File: src/rtl/fcs_pkg.sv
package fcs_pkg;

    localparam int          SIG_W    = 32;
    localparam logic [31:0] SIG_POLY = 32'h1EDC_6F41;

    typedef enum logic [1:0] {
        KIND_NONE   = 2'b00,
        KIND_SINGLE = 2'b01,
        KIND_PAIR   = 2'b10,
        KIND_UNLOC  = 2'b11
    } fault_kind_e;

    typedef enum logic [1:0] {
        ST_IDLE,
        ST_FETCH,
        ST_CHECK,
        ST_LOCATE
    } scan_state_e;

    // multiply a residue by x modulo the generator
    function automatic logic [SIG_W-1:0] mul_x(input logic [SIG_W-1:0] v);
        return {v[SIG_W-2:0], 1'b0} ^ (v[SIG_W-1] ? SIG_POLY : '0);
    endfunction

endpackage

File: src/rtl/fcs_residue.sv
module fcs_residue
    import fcs_pkg::*;
#(
    parameter int ROW_W = 96
) (
    input  logic [ROW_W-1:0] row,
    output logic [SIG_W-1:0] residue
);

    // serial shift register, most significant row bit first, zero start
    function automatic logic [SIG_W-1:0] fold(input logic [ROW_W-1:0] r);
        logic [SIG_W-1:0] acc;
        logic             fb;
        acc = '0;
        for (int i = ROW_W - 1; i >= 0; i--) begin
            fb  = acc[SIG_W-1] ^ r[i];
            acc = {acc[SIG_W-2:0], 1'b0} ^ ({SIG_W{fb}} & SIG_POLY);
        end
        return acc;
    endfunction

    always_comb residue = fold(row);

endmodule

File: src/rtl/fcs_walker.sv
module fcs_walker
    import fcs_pkg::*;
#(
    parameter int ROW_W = 96,
    localparam int POS_W = $clog2(ROW_W)
) (
    input  logic             clk,
    input  logic             rst_n,
    input  logic             load,
    input  logic             step,
    output logic [POS_W-1:0] pos,
    output logic [SIG_W-1:0] syn_here,
    output logic [SIG_W-1:0] syn_above,
    output logic             at_top
);

    // syn_here = x^(pos+32) mod G: residue left by flipping bit pos
    always_ff @(posedge clk or negedge rst_n) begin
        if (!rst_n) begin
            pos      <= '0;
            syn_here <= '0;
        end else if (load) begin
            pos      <= '0;
            syn_here <= SIG_POLY;
        end else if (step) begin
            pos      <= pos + 1'b1;
            syn_here <= mul_x(syn_here);
        end
    end

    always_comb begin
        syn_above = mul_x(syn_here);
        at_top    = (pos == POS_W'(ROW_W - 1));
    end

endmodule

File: src/rtl/fcs_frame_ptr.sv
module fcs_frame_ptr #(
    parameter int FRAMES = 16,
    localparam int ADDR_W = (FRAMES > 1) ? $clog2(FRAMES) : 1
) (
    input  logic              clk,
    input  logic              rst_n,
    input  logic              advance,
    output logic [ADDR_W-1:0] idx
);

    always_ff @(posedge clk or negedge rst_n) begin
        if (!rst_n)
            idx <= '0;
        else if (advance)
            idx <= (idx == ADDR_W'(FRAMES - 1)) ? '0 : idx + 1'b1;
    end

endmodule

File: src/rtl/frame_crc_scrubber.sv
module frame_crc_scrubber
    import fcs_pkg::*;
#(
    parameter int FRAMES = 16,
    parameter int DATA_W = 64,
    localparam int ROW_W  = DATA_W + SIG_W,
    localparam int ADDR_W = (FRAMES > 1) ? $clog2(FRAMES) : 1,
    localparam int POS_W  = $clog2(ROW_W)
) (
    input  logic              clk,
    input  logic              rst_n,
    input  logic              scan_en,
    output logic              mem_rd,
    output logic [ADDR_W-1:0] mem_row,
    input  logic [ROW_W-1:0]  mem_q,
    output logic              fault_seen,
    output logic              rpt_valid,
    output logic [ADDR_W-1:0] rpt_frame,
    output logic [POS_W-1:0]  rpt_bit,
    output logic [1:0]        rpt_kind
);

    scan_state_e      state, state_nx;
    logic [SIG_W-1:0] residue, syn_q;
    logic [SIG_W-1:0] syn_here, syn_above;
    logic [POS_W-1:0] pos;
    logic             at_top, hit_one, hit_two, search_done;
    logic             row_bad, ptr_adv;
    logic [ADDR_W-1:0] cur_row;

    fcs_residue #(.ROW_W(ROW_W)) u_residue (
        .row     (mem_q),
        .residue (residue)
    );

    fcs_walker #(.ROW_W(ROW_W)) u_walker (
        .clk       (clk),
        .rst_n     (rst_n),
        .load      (state == ST_CHECK),
        .step      (state == ST_LOCATE && !search_done),
        .pos       (pos),
        .syn_here  (syn_here),
        .syn_above (syn_above),
        .at_top    (at_top)
    );

    fcs_frame_ptr #(.FRAMES(FRAMES)) u_ptr (
        .clk     (clk),
        .rst_n   (rst_n),
        .advance (ptr_adv),
        .idx     (cur_row)
    );

    // candidate comparison for the current bit position
    always_comb begin
        row_bad     = (residue != '0);
        hit_one     = (syn_q == syn_here);
        hit_two     = !at_top && (syn_q == (syn_here ^ syn_above));
        search_done = hit_one || hit_two || at_top;
        ptr_adv     = (state == ST_CHECK && !row_bad) ||
                      (state == ST_LOCATE && search_done);
        mem_rd      = (state == ST_FETCH);
        mem_row     = cur_row;
    end

    // next-state logic
    always_comb begin
        state_nx = state;
        unique case (state)
            ST_IDLE:   state_nx = scan_en ? ST_FETCH : ST_IDLE;
            ST_FETCH:  state_nx = ST_CHECK;
            ST_CHECK:  state_nx = row_bad ? ST_LOCATE
                                          : (scan_en ? ST_FETCH : ST_IDLE);
            ST_LOCATE: state_nx = !search_done ? ST_LOCATE
                                               : (scan_en ? ST_FETCH : ST_IDLE);
            default:   state_nx = ST_IDLE;
        endcase
    end

    // state register and residue capture
    always_ff @(posedge clk or negedge rst_n) begin
        if (!rst_n) begin
            state <= ST_IDLE;
            syn_q <= '0;
        end else begin
            state <= state_nx;
            if (state == ST_CHECK)
                syn_q <= residue;
        end
    end

    // registered outputs
    always_ff @(posedge clk or negedge rst_n) begin
        if (!rst_n) begin
            fault_seen <= 1'b0;
            rpt_valid  <= 1'b0;
            rpt_frame  <= '0;
            rpt_bit    <= '0;
            rpt_kind   <= KIND_NONE;
        end else begin
            if (state == ST_CHECK && row_bad)
                fault_seen <= 1'b1;
            rpt_valid <= (state == ST_LOCATE) && search_done;
            if (state == ST_LOCATE && search_done) begin
                rpt_frame <= cur_row;
                if (hit_one) begin
                    rpt_bit  <= pos;
                    rpt_kind <= KIND_SINGLE;
                end else if (hit_two) begin
                    rpt_bit  <= pos;
                    rpt_kind <= KIND_PAIR;
                end else begin
                    rpt_bit  <= '0;
                    rpt_kind <= KIND_UNLOC;
                end
            end
        end
    end

endmodule

File: config.mk
export PLATFORM = sky130hd
export DESIGN_NAME = frame_crc_scrubber
export DESIGN_NICKNAME = d
export VERILOG_FILES = /design/src/rtl/fcs_pkg.sv /design/src/rtl/fcs_residue.sv /design/src/rtl/fcs_walker.sv /design/src/rtl/fcs_frame_ptr.sv /design/src/rtl/frame_crc_scrubber.sv
export SDC_FILE = /design/constraint.sdc
export NUM_CORES = 1
export LEC_CHECK = 0
export BUFFER_PORTS_ARGS = -buffer_cell sky130_fd_sc_hd__buf_4
export CORE_UTILIZATION = 50
export CTS_CLUSTER_SIZE = 20
export DETAILED_ROUTE_END_ITERATION = 7
export PLACE_DENSITY_LB_ADDON = 0.15
export SYNTH_ARGS = -nofsm -noshare
export SYNTH_HDL_FRONTEND = slang
export SYNTH_SLANG_ARGS = --single-unit
export TNS_END_PERCENT = 50
File: constraint.sdc
create_clock -name clk -period 3.41 [get_ports clk]
set_clock_uncertainty 0.15 [all_clocks]
set_input_delay 0.682 -clock clk [delete_from_list [all_inputs] [get_ports clk]]
set_output_delay 0.682 -clock clk [all_outputs]
set_load 0.005 [all_outputs]
Yosys cells after proc, flatten, opt, wreduce, memory -nomap -nowiden:

Index checks and enable logic that the tools add are counted.

* bits of input ports: 99
* register bits: 92
* output and inout port bits: 20
* logic and storage cells: 238

* equality and inequality tests: 7
* bitwise gates (word level): 191
* multiplexer cells: 14
* reductions and logical operators: 14
* $add $sub $neg: 2

Operators with widths (number)
* XOR 32 x 29 -> 32 bit: 94
* XOR 1 bit: 93
* equality test 32 bit: 2
* 2-to-1 mux 32 bit: 2
* XOR 32 bit: 2
* nonzero test 32 bit: 1
* XOR 30 x 29 -> 30 bit: 1
* 2-to-1 mux 29 bit: 1
* 2-to-1 mux 7 bit: 4
* case mux 2 bit (4 select lines): 1
* adder 7 x 1 -> 7 bit, second input constant: 1
* equality test 7 bit, second input constant: 1
* 2-to-1 mux 2 bit: 3
* logical AND 1 bit: 5
* adder 4 x 1 -> 4 bit, second input constant: 1
* equality test 2 bit, second input constant: 2
* equality test 4 bit, second input constant: 1
* 2-to-1 mux 4 bit: 1
* logical NOT 1 bit: 3
* logical OR 1 bit: 3
* equality test 2 x 1 -> 1 bit, second input constant: 1
* logical NOT 2 bit: 1
* 2-to-1 mux 1 bit: 2
* nonzero test 2 bit: 1
* XOR 1 bit, first input constant: 1

Longest topological paths before layout:

Gate-level depths: netlist of run 1.

* depth in word-level cells: 192
* depth in mapped cells: 37
* depth with buffers taken out: 31

By module:

Synthesis of run 1 repeated with hierarchy kept, for this count alone.

* cell total of the unflattened synthesis: 1450
* area, all modules: 19735.2 um^2

By module, submodules not included
* fcs_residue: seq. area each 0.0 um^2, instances 1, area each 14493.9 um^2, cells an instance 1041
* frame_crc_scrubber: seq. area each 1226.2 um^2, instances 1, area each 3064.2 um^2, cells an instance 221
* fcs_walker: seq. area each 975.9 um^2, instances 1, area each 1996.9 um^2, cells an instance 171
* fcs_frame_ptr: seq. area each 100.1 um^2, instances 1, area each 180.2 um^2, cells an instance 17

Worst setup path before layout of run 1:

OpenSTA, ideal clock, no wires.

* kind: input to register
* start: input port mem_q[88]
* end: register u_ptr.idx[1]
* buffers on the path: 1
* setup slack: -9.742 ns
* library setup time: 0.128 ns
* arrival: 12.874 ns
* required time: 3.132 ns
* stages on the path: 31
* path through: buf_4 -> xor3_2 -> xnor3_2 -> xnor3_2 -> xnor3_2 -> xor3_1 -> xnor3_2 -> xnor3_1 -> xnor3_1 -> xor3_2 -> xnor3_2 -> xnor3_2 -> xnor3_1 -> xnor3_2 -> xnor3_1 -> xnor3_1 -> xor3_1 -> xnor3_1 -> xnor3_1 -> xnor3_2 -> xnor3_2 -> xor3_2 -> xor3_1 -> xnor3_4 -> xor2_4 -> xor2_4 -> xor2_1 -> mux2i_1 -> o2111ai_1 -> o41a_1 -> mux2_1

* word-level cells in the longest chain between the ends: 116
* elaborated cells between the ends (all ways): 179
* classes of those cells: bitwise (175); reduce/logical (4)

Ends and longest elaborated chain
* start, declared: RTL line frame_crc_scrubber.sv:15 `input logic [ROW_W-1:0] mem_q,`
* XOR 1 bit (*): RTL line fcs_residue.sv:16 `fb = acc[SIG_W-1] ^ r[i];`
* XOR 32 x 29 -> 32 bit (*) (4 in a row): RTL line fcs_residue.sv:17 `acc = {acc[SIG_W-2:0], 1'b0} ^ ({SIG_W{fb}} & SIG_POLY);`
* XOR 1 bit: RTL line fcs_residue.sv:16
* XOR 32 x 29 -> 32 bit (*) (4 in a row): RTL line fcs_residue.sv:17
* XOR 1 bit: RTL line fcs_residue.sv:16
* XOR 32 x 29 -> 32 bit (*) (4 in a row): RTL line fcs_residue.sv:17
* XOR 1 bit: RTL line fcs_residue.sv:16
* XOR 32 x 29 -> 32 bit (*) (4 in a row): RTL line fcs_residue.sv:17
* [... 85 more ...]
* XOR 1 bit: RTL line fcs_residue.sv:16
* XOR 32 x 29 -> 32 bit (*) (4 in a row): RTL line fcs_residue.sv:17
* XOR 1 bit: RTL line fcs_residue.sv:16
* XOR 32 x 29 -> 32 bit (*): RTL line fcs_residue.sv:17
* nonzero test 32 bit (*): RTL line frame_crc_scrubber.sv:56 `row_bad = (residue != '0);`
* logical NOT 1 bit (*): RTL line frame_crc_scrubber.sv:60 `ptr_adv = (state == ST_CHECK && !row_bad) ||`
* logical AND 1 bit (*): RTL line frame_crc_scrubber.sv:60
* logical OR 1 bit (*): RTL line frame_crc_scrubber.sv:60
* end signal, assigned: RTL line fcs_frame_ptr.sv:15 `idx <= (idx == ADDR_W'(FRAMES - 1)) ? '0 : idx + 1'b1;`
* end, declared: RTL line fcs_frame_ptr.sv:8 `output logic [ADDR_W-1:0] idx`

Every way passes the cells marked *; elsewhere a longest branch is shown, timed or not.
A chain may end at the register's enable or synchronous reset.

Worst setup path in the final report of run 1:

* start: input port mem_q[95]
* end: register u_ptr.idx[0]

* word-level cells in the longest chain between the ends: 122
* elaborated cells between the ends (all ways): 191
* classes of those cells: bitwise (187); reduce/logical (4)

Ends and longest elaborated chain (RTL line)
* XOR 30 x 29 -> 30 bit (*): fcs_residue.sv:17
* XOR 32 x 29 -> 32 bit (*) (2 in a row): fcs_residue.sv:17
* XOR 1 bit / XOR 32 x 29 -> 32 bit (equally long branches): fcs_residue.sv:16, fcs_residue.sv:17
* XOR 32 x 29 -> 32 bit (*) (4 in a row): fcs_residue.sv:17
* XOR 1 bit / XOR 32 x 29 -> 32 bit (equally long branches): fcs_residue.sv:16, fcs_residue.sv:17
* XOR 32 x 29 -> 32 bit (*) (4 in a row): fcs_residue.sv:17
* XOR 1 bit / XOR 32 x 29 -> 32 bit (equally long branches): fcs_residue.sv:16, fcs_residue.sv:17
* XOR 32 x 29 -> 32 bit (*) (4 in a row): fcs_residue.sv:17
* [... 90 more ...]
* XOR 1 bit / XOR 32 x 29 -> 32 bit (equally long branches): fcs_residue.sv:16, fcs_residue.sv:17
* XOR 32 x 29 -> 32 bit (*) (7 in a row): fcs_residue.sv:17
* XOR 1 bit / XOR 32 x 29 -> 32 bit (equally long branches): fcs_residue.sv:16, fcs_residue.sv:17
* XOR 32 x 29 -> 32 bit (*): fcs_residue.sv:17
* nonzero test 32 bit (*): frame_crc_scrubber.sv:56
* logical NOT 1 bit (*): frame_crc_scrubber.sv:60
* logical AND 1 bit (*): frame_crc_scrubber.sv:60
* logical OR 1 bit (*): frame_crc_scrubber.sv:60

Marked as above.

==> run summary, run 1 <==
* count of state elements after synthesis: 92
* wire length of the first global-routing pass: 101000 microns
* kind of launch point of the worst setup path: primary input
* area of placed instances: 27600 sq um
* number of DRC violations after detailed-routing iteration 0: 1349
* number of global-route vias before repair: 16900
* final core utilization: 0.796
* Std-Cell Core Area: 39900 sq um
* most frequent cells in the layout: buf_4 (860), xnor2_1 (381), xor2_1 (178)
* initial core utilization: 0.510
* FF-to-FF path depth: 17
* max_cap viols: 0
* GRT Overall Usage: 0.325
* cell at the slowest stage of the critical path: xnor3_2
* Finish-stage setup viols: 39
* CP max stage delay: 0.53 ns
* proportion of synthesized chip area in sequential cells: 0.113
* post-synthesis cell area: 20400 sq um
* number of pins exceeding their max-slew limit in the final report: 0
* synthesized net count: 1745
* RR Endpoint: u_walker.syn_here[25]
* total count of hold-check failures in the final report: 0
* number of iterations in the first detailed-routing pass: 5
* Setup Crit Path Kind: in2reg
* share of post-route cells with drive strength above 1: 0.561
* worst slew slack as a fraction of its limit: 0.443
* Root Buffer: clkbuf_16
* worst reg-to-reg setup slack: 0.21 ns
* CTS max path bufs: 2
* violated checks: negative setup slack
* post-layout worst setup margin: -8.99 ns
* number of instances in the synthesized netlist: 1644
* antenna violations before repair: 0
* average detailed-routed wire length per instance: 23.5 microns
* Worst-path clk slew: 0.07 ns
* DRC Markers: 0
* leading cell type in the layout, fill and taps excluded: buf_4
* asr flop ratio synth: 1.00
* Tmin final: 12.40 ns
* die extent in y: 204 microns
* synthesized area per cell: 12.4 sq um
* endpoint class of the critical path: register
* RePlAce Congestion: 0.942
* die extent in x: 204 microns
* die area: 41500 sq um
* remaining global-route overflow: 0
* number of clock sinks seen by CTS: 92
* via count: 16600
* number of distinct library cells after synthesis: 57
* Post-synth top flop: dfrtp_1
* CP max FO: 6
* DRT Wirelength: 73300 microns
* detailed placer's ending HPWL: 50700 microns
* CTS Hold Bufs: 0
* input/output buffers: 118
* critical path arrival: 12.54 ns
* setup repair after global routing missed its margin: yes
* post-route fraction of the period consumed by the critical path: 3.64
* maximum operating frequency: 80.6 MHz
* Hold Worst Slack: 0.193 ns
* outcome: finished with violations
* Clk Latency, worst-skew pair: 0.35 ns
* Inserted Diodes: 0
* detailed-route vias per instance: 5.30
* worst path required time: 3.55 ns
* final non-filler cell area: 31800 sq um
* worst min-delay path category: in2async
* CTS H-tree depth: 3
* Reg2Reg Launch Point: u_walker.syn_here[31]
* antenna violation net count after detailed routing: 0
* CTS tree: built
* TritonCTS buffer count: 9
* total number of yosys warnings: 0
* most used cell, CP: xnor3_2
* number of synthesized flops with an enable pin: 0
* number of placement rows: 73
* I/O pin total: 119
* actual transition at the worst max-transition pin: 0.835 ns
* final layout net count: 2692
* largest net degree at the start of global routing: 80
* signed area change from the synthesized netlist to the final layout: 56.0%
[cells by family after synthesis]
logic type / share of synthesized area
adders and majority gates: 0.00123
and+or+nand+nor: 0.0446
buffers and inverters: 0.0131
DFF: 0.113
AOI/OAI and AO/OA: 0.0323
muxes: 0.00258
xor gates and xnor gates: 0.793
[registers in the layout, indices dropped and copies added (netlist names)]
signal	cells
u_ptr.idx	4
rpt_valid	1
rpt_bit	7
syn_q	32
state	2
rpt_kind	2
u_walker.pos	7
fault_seen	1
rpt_frame	4
u_walker.syn_here	32
[timing repair]
| item | CTS | global route |
|---|---|---|
| gates cloned | 0 | 0 |
| gates resized for setup | 268 | 168 |
| pin swaps | 86 | 72 |
| endpoints found under the setup margin | 39 | 66 |
| setup buffers | 136 | 66 |
[critical path, delay by kind of cell]
| family | cells | cell delay [ns] |
|---|---|---|
| buffers and inverters | 7 | 1.11 |
| AND/OR/NAND/NOR | 1 | 0.10 |
| multiplexers | 1 | 0.26 |
| XOR/XNOR | 25 | 9.29 |
| AO/OA/AOI/OAI | 4 | 1.06 |
[layer usage]
| layer | vias up | share of wire | GRT usage | wire length [microns] |
|---|---|---|---|---|
| met5 | - | 0 | 0 | 0 |
| met4 | 0 | 0.029 | 0.0642 | 2090 |
| met3 | 138 | 0.054 | 0.0240 | 3970 |
| met2 | 646 | 0.51 | 0.573 | 37700 |
| met1 | 8351 | 0.40 | 0.440 | 29500 |
| li1 | 7415 | - | - | - |
[Yosys cell counts (10+ instances only)]
master      n  area share
buf_4      10      0.0037
xnor2_1   532        0.23
xor3_1     50       0.058
nor2_1     20      0.0037
nor3_1     16      0.0039
clkbuf_1   26      0.0048
xnor3_1   281        0.31
o21ai_0    61       0.015
xor2_1    228       0.098
xnor2_2    28       0.022
a21oi_1    18      0.0044
xor3_2     14       0.017
dfrtp_1    92        0.11
xnor3_2    28       0.033
nand2_1   106       0.020
[worst max path at each step]
stage / slack [ns] / from / endpoint
after floorplan: -8.72 / mem_q[89] / u_ptr.idx[1]
after global placement: -9.29 / mem_q[95] / state[0]
after detailed placement: -9.47 / mem_q[92] / u_ptr.idx[1]
after CTS: -8.39 / mem_q[85] / u_ptr.idx[1]
after global routing: -9.21 / mem_q[91] / u_ptr.idx[0]
final: -8.99 / mem_q[95] / u_ptr.idx[0]
[area by class of cell]
| type | instances | area (sq um) |
|---|---|---|
| fill | 2211 | 8160 |
| sequential | 92 | 2300 |
| clock buffer | 11 | 253 |
| inverter | 6 | 22.5 |
| timing repair buffer | 984 | 8100 |
| tap | 525 | 657 |
| multi-input combinational | 1498 | 20400 |
| clock inverter | 5 | 71.3 |
[through the flow]
stage,setup TNS [ns],worst slack (ns),cells
6_report,-311.55,-8.99,3121
5_1_grt,-318.77,-9.21,3121
3_5_place_dp,-328.90,-9.47,2910
4_1_cts,-292.83,-8.39,3061
3_3_place_gp,-323.00,-9.29,2910
2_1_floorplan,-301.60,-8.72,1644
Power of run 1 is left out: the tool's default activity adds up to more than one toggle a clock period on the data nets, which glitch-free logic cannot reach.
==> inputs of run 2 (changes only) <==
--- a/config.mk
+++ b/config.mk
@@ -6,7 +6,8 @@
 export NUM_CORES = 1
 export LEC_CHECK = 0
 export BUFFER_PORTS_ARGS = -buffer_cell sky130_fd_sc_hd__buf_4
-export CORE_UTILIZATION = 50
+export CORE_UTILIZATION = 55
+export CTS_BUF_LIST = sky130_fd_sc_hd__clkbuf_4 sky130_fd_sc_hd__clkbuf_8
 export CTS_CLUSTER_SIZE = 20
 export DETAILED_ROUTE_END_ITERATION = 7
 export PLACE_DENSITY_LB_ADDON = 0.15
==> constraint.sdc (replaced) <==
create_clock -name clk -period 3.41 [get_ports clk]
set_clock_uncertainty 0.15 [all_clocks]
set_input_delay 0.682 -clock clk [delete_from_list [all_inputs] [get_ports clk]]
set_output_delay 0.682 -clock clk [all_outputs]
set_load 0.02 [all_outputs]
==> run 2 against run 1 <==
Compared with the run above:
- the flow still finishes with violations (negative setup slack)
- global-route usage increased by 3.7 points
- sequential cell count did not move
- via count rose by 5.1%
- maximum frequency down 1.3%
- final area is 1.4% lower
- register-to-register slack got worse by 0.16 ns
- sequential share of layout area up 0.098 points
- wire length up 8.3%
- worst setup slack lost 0.16 ns
- critical path type unchanged
- critical endpoint is now u_ptr.idx[1]
- largest cell class unchanged
==> run summary, run 2 (synthesis gave the netlist of run 1 again) <==
* number of placement rows: 70, -4.1%
* met1 layer wirelength in the final routing: 30200 microns, +2.4%
* dpl ws: -9.76 ns, -0.295 ns
* via count: 17400, +5.1%
* CP max FO: 6, unchanged
* die extent in x: 194 microns, -4.6%
* violated checks: negative setup slack
* Reg area: 2300 sq um, about the same
* CTS max path bufs: 2, unchanged
* leading cell type in the layout, fill and taps excluded: buf_4
* Setup Crit Path Kind: in2reg
* average detailed-routed wire length per instance: 25.9 microns, +10%
* max_cap viols: 0, unchanged
* cell at the slowest stage of the critical path: xnor3_4
* setup repair after global routing missed its margin: yes
* actual transition at the worst max-transition pin: 0.765 ns, -0.0706 ns
* input/output buffers: 118, unchanged
* number of DRC violations after detailed-routing iteration 0: 1657, +23%
* remaining global-route overflow: 0, unchanged
* post-layout worst setup margin: -9.15 ns, -0.159 ns
* detailed placer's ending HPWL: 50300 microns, -0.90%
* share of post-route cells with drive strength above 1: 0.555, -0.00561
* worst slew slack as a fraction of its limit: 0.490, +0.0471
* worst path required time: 3.53 ns, -0.02 ns
* detailed-route vias per instance: 5.68, +7.1%
* Tmin final: 12.56 ns, +0.159 ns
* CTS H-tree depth: 3, unchanged
* number of global-route vias before repair: 17200, +1.4%
* I/O pin total: 119, unchanged
* CP max stage delay: 0.55 ns, +0.02 ns
* Inserted Diodes: 0, unchanged
* post-route fraction of the period consumed by the critical path: 3.68, +0.0465
* CTS Hold Bufs: 0, unchanged
* maximum operating frequency: 79.6 MHz, -1.3%
* total met2 wirelength after detailed routing: 39300 microns, +4.2%
* signed area change from the synthesized netlist to the final layout: 53.9%
* die area: 37800 sq um, -9.0%
* number of pins exceeding their max-slew limit in the final report: 0, unchanged
* antenna violations before repair: 0, unchanged
* worst min-delay path category: in2async
* largest net degree at the start of global routing: 80, unchanged
* most used cell, CP: buf_4
* registers with the highest flip-flop counts: syn_q x32, u_walker.syn_here x32
* number of iterations in the first detailed-routing pass: 7, +2
* # fillers: 1688, -24%
* Top Layer Used: met4
* total count of hold-check failures in the final report: 0, unchanged
* DRT Wirelength: 79400 microns, +8.3%
* TritonCTS buffer count: 9, unchanged
* die extent in y: 194 microns, -4.6%
* RePlAce Congestion: 0.950, +0.84%
* initial core utilization: 0.557, +0.0474
* GRT Overall Usage: 0.362, +0.0367
* kind of launch point of the worst setup path: primary input
* multi-input gate area in the final layout: 20300 sq um, -0.16%
* Worst-path clk slew: 0.10 ns, +0.03 ns
* critical path arrival: 12.69 ns, +0.15 ns
* Root Buffer: clkbuf_8
* antenna violation net count after detailed routing: 0, unchanged
* Finish-stage setup viols: 39, unchanged
* Std-Cell Core Area: 36500 sq um, -8.5%
* outcome: finished with violations
* Clk Latency, worst-skew pair: 0.39 ns, +0.04 ns
* most frequent cells in the layout: buf_4 (902), xnor2_1 (389), xnor3_1 (174)
* CTS tree: built
* wire length of the first global-routing pass: 102000 microns, +1.2%
* endpoint class of the critical path: register
* DRC Markers: 0, unchanged
* Met3 Wirelength: 5900 microns, +49%
* final layout net count: 2694, +0.074%
* number of clock sinks seen by CTS: 92, unchanged
[run 2: changes by cell type in the layout (fill, tap and decap cells not counted), sizes merged]
cell	previous run	this run
buf	984	986
clkbuf	11	9
inv	6	8
clkinvlp	1	0
[run 2: critical path: cells and delay by family]
kind / cells / cell delay, ns
AO/OA/AOI/OAI: 2 / 0.73
XOR/XNOR: 26 / 8.54
multiplexers: 1 / 0.34
buffers and inverters: 14 / 2.34
[run 2: metal layers]
layer / vias to the layer above / track usage
li1: 7398 / -
met1: 8694 / 0.486
met2: 1012 / 0.630
met3: 295 / 0.0342
met4: 0 / 0.0970
met5: - / 0
[run 2: final cells by class]
class,instances,area share
Multi-Input combinational cell,1498,0.649
Timing Repair Buffer,986,0.252
Sequential cell,92,0.0735
Tap cell,468,0.0187
Clock buffer,9,0.00396
Clock inverter,6,0.00232
Inverter,6,0.000719
[run 2: path summary, 6_finish.rpt]
path / slack, ns / end / from / depth (start not counted)
worst max-delay path: -9.15 / u_ptr.idx[1] / mem_q[91] / 43
worst min-delay path: 0.11 / u_walker.syn_here[21] / rst_n / 1
worst max register to register: 0.05 / u_walker.syn_here[6] / u_walker.syn_here[26] / 14
worst min register to register: 0.34 / rpt_frame[0] / rpt_frame[0] / 2
max in group asynchronous: 2.35 / rpt_bit[3] / rst_n / 2
min in group clk: 0.34 / rpt_frame[0] / rpt_frame[0] / 2
[run 2: timing repair]
item / CTS / global route
pin swaps: 82 / 58
setup buffers: 124 / 87
resized for setup: 227 / 145
gates cloned: 0 / 0
setup endpoints to repair: 39 / 85
[run 2: metrics by stage]
stage,cell area [sq um],hold WS (ns),cells,utilization,setup TNS (ns)
after floorplan,21100,0.236,1644,-,-301.61
after global placement,27500,0.315,2845,0.752,-327.12
after detailed placement,27500,0.314,2845,0.752,-339.04
after CTS,29800,0.115,2982,0.816,-292.51
after global routing,31300,0.141,3065,0.857,-323.39
final,31300,0.109,3065,0.857,-321.51
Power of run 2 is left out for the same reason.
==> inputs of run 3 (changes only) <==
--- a/config.mk
+++ b/config.mk
@@ -11,6 +11,7 @@
 export CTS_CLUSTER_SIZE = 20
 export DETAILED_ROUTE_END_ITERATION = 7
 export PLACE_DENSITY_LB_ADDON = 0.15
+export RECOVER_POWER = 100
 export SYNTH_ARGS = -nofsm -noshare
 export SYNTH_HDL_FRONTEND = slang
 export SYNTH_SLANG_ARGS = --single-unit
==> run 3 against run 2 <==
Compared with the run above:
- the flow finishes with violations (max-capacitance violations, max-slew violations, negative setup slack)
- critical path depth rose by 1
- non-clock buffer count is the same
- utilization fell by 0.20 points
- final cell count stayed put
- wire length increased by 0.23%
- global-route usage unchanged
- highest routed layer unchanged
==> run summary, run 3 (synthesis gave the netlist of run 1 again) <==
* wire length of the first global-routing pass: 102000 microns, unchanged
* number of clock sinks seen by CTS: 92, unchanged
* CTS tree: built
* number of global-route vias before repair: 17200, unchanged
* Finish-stage setup viols: 39, unchanged
* endpoint class of the critical path: register
* met3 Track Usage GR: 0.0342, unchanged
* die area: 37800 sq um, unchanged
* TritonCTS buffer count: 9, unchanged
* CTS Hold Bufs: 0, unchanged
* final layout net count: 2694, unchanged
* max_cap viols: 1, +1
* actual transition at the worst max-transition pin: 2.13 ns, +1.36 ns
* area of placed instances: 27500 sq um, unchanged
* detailed-route vias per instance: 5.71, +0.56%
* antenna violation net count after detailed routing: 0, unchanged
* largest net degree at the start of global routing: 80, unchanged
* post-route fraction of the period consumed by the critical path: 3.67, -0.0105
* die extent in y: 194 microns, unchanged
* Setup Crit Path Kind: in2reg
* Root Buffer: clkbuf_8
* initial core utilization: 0.557, unchanged
* CP max stage delay: 0.58 ns, +0.03 ns
* number of pins exceeding their max-slew limit in the final report: 40, +40
* critical path arrival: 12.65 ns, -0.04 ns
* busiest metal layer after global routing: met2
* setup repair after global routing missed its margin: yes
* violated checks: max-capacitance violations, max-slew violations, negative setup slack
* most used cell, CP: buf_4
* Clk Latency, worst-skew pair: 0.39 ns, about the same
* kind of launch point of the worst setup path: primary input
* DRC Markers: 0, unchanged
* Tmin final: 12.53 ns, -0.0358 ns
* met2 Usage GRT: 0.630, unchanged
* Worst-path clk slew: 0.09 ns, about the same
* cell type group with the largest total delay on the critical path: XOR/XNOR gates
* remaining global-route overflow: 0, unchanged
* input/output buffers: 118, unchanged
* number of DRC violations after detailed-routing iteration 0: 1608, -3.0%
* maximum operating frequency: 79.8 MHz, +0.29%
* outcome: finished with violations
* met1 demand-to-capacity share in global routing: 0.486, unchanged
* cell at the slowest stage of the critical path: xnor3_2
* DRT Wirelength: 79600 microns, +0.23%
* I/O pin total: 119, unchanged
* number of placement rows: 70, unchanged
* final core utilization: 0.855, -0.00199
* worst path required time: 3.53 ns, about the same
* post-layout worst setup margin: -9.12 ns, +0.0358 ns
* CP bufs+invs: 16, +2
* die extent in x: 194 microns, unchanged
* antenna violations before repair: 0, unchanged
* # fillers: 1714, +1.5%
* registers with the highest flip-flop counts: syn_q x32, u_walker.syn_here x32
* most frequent cells in the layout: buf_4 (886), xnor2_1 (389), xnor3_1 (174)
* CTS max path bufs: 2, unchanged
* CP max FO: 6, unchanged
* Inserted Diodes: 0, unchanged
* via count: 17500, +0.56%
* average detailed-routed wire length per instance: 26.0 microns, +0.23%
* CTS H-tree depth: 3, unchanged
* worst min-delay path category: reg2reg
* GRT Overall Usage: 0.362, unchanged
* total count of hold-check failures in the final report: 0, unchanged
* final non-filler cell area: 31200 sq um, -0.23%
* number of iterations in the first detailed-routing pass: 6, -1
* share of post-route cells with drive strength above 1: 0.549, -0.00616
* signed area change from the synthesized netlist to the final layout: 53.5%
* Std-Cell Core Area: 36500 sq um, unchanged
* detailed placer's ending HPWL: 50300 microns, unchanged
* RePlAce Congestion: 0.950, unchanged
* leading cell type in the layout, fill and taps excluded: buf_4
* worst slew slack as a fraction of its limit: -0.419, -0.909
run 3: changes by cell type in the layout (fill, tap and decap cells not counted), sizes merged:
cell,delta
buf,-17
clkbuf,+17
run 3: timing repair:
item                       in CTS  in global routing
gates resized for setup       227                145
hold endpoints to repair        0                  0
pin swaps                      82                 58
setup endpoints to repair      39                 85
setup buffers                 124                 87
run 3: area by class of cell:
cell class                 count  area [sq um]  area share
multi-input combinational   1498         20300       0.650
timing repair buffer         986          7820       0.250
sequential                    92          2300      0.0737
tap                          468           586      0.0187
clock buffer                   9           124     0.00396
clock inverter                 6          72.6     0.00232
inverter                       6          22.5    0.000721
run 3: worst paths after layout:
check	slack, ns	endpoint	cells past startpoint	start
setup reg to reg	0.04	u_walker.syn_here[6]	14	u_walker.syn_here[26]
setup / recovery	-9.12	u_ptr.idx[1]	44	mem_q[91]
hold reg to reg	0.34	rpt_frame[0]	2	rpt_frame[0]
min in group asynchronous	0.75	u_walker.syn_here[21]	1	rst_n
hold / removal	0.34	rpt_frame[0]	2	rpt_frame[0]
max in group asynchronous	0.57	state[1]	2	rst_n
run 3: worst min-delay path: stages, from the launching register on:
cell	delay, ns
dfrtp_1	0.36
nand2_1	0.05
nand2_1	0.05
run 3: per-layer routing:
layer | wire length [microns] | up-vias
met5 | 0 | -
met4 | 3910 | 0
met3 | 6280 | 309
met2 | 39300 | 1035
met1 | 30100 | 8761
li1 | - | 7392
run 3: stage by stage:
stage	worst slack (ns)	TNS (ns)	hold WS, ns	cells
4_1_cts	-8.34	-292.51	0.115	2982
2_1_floorplan	-8.72	-301.61	0.236	1644
6_report	-9.12	-320.25	0.338	3065
5_1_grt	-9.17	-323.39	0.360	3065
3_5_place_dp	-9.76	-339.04	0.314	2845
3_3_place_gp	-9.45	-327.12	0.315	2845
Power of run 3 is left out for the same reason.
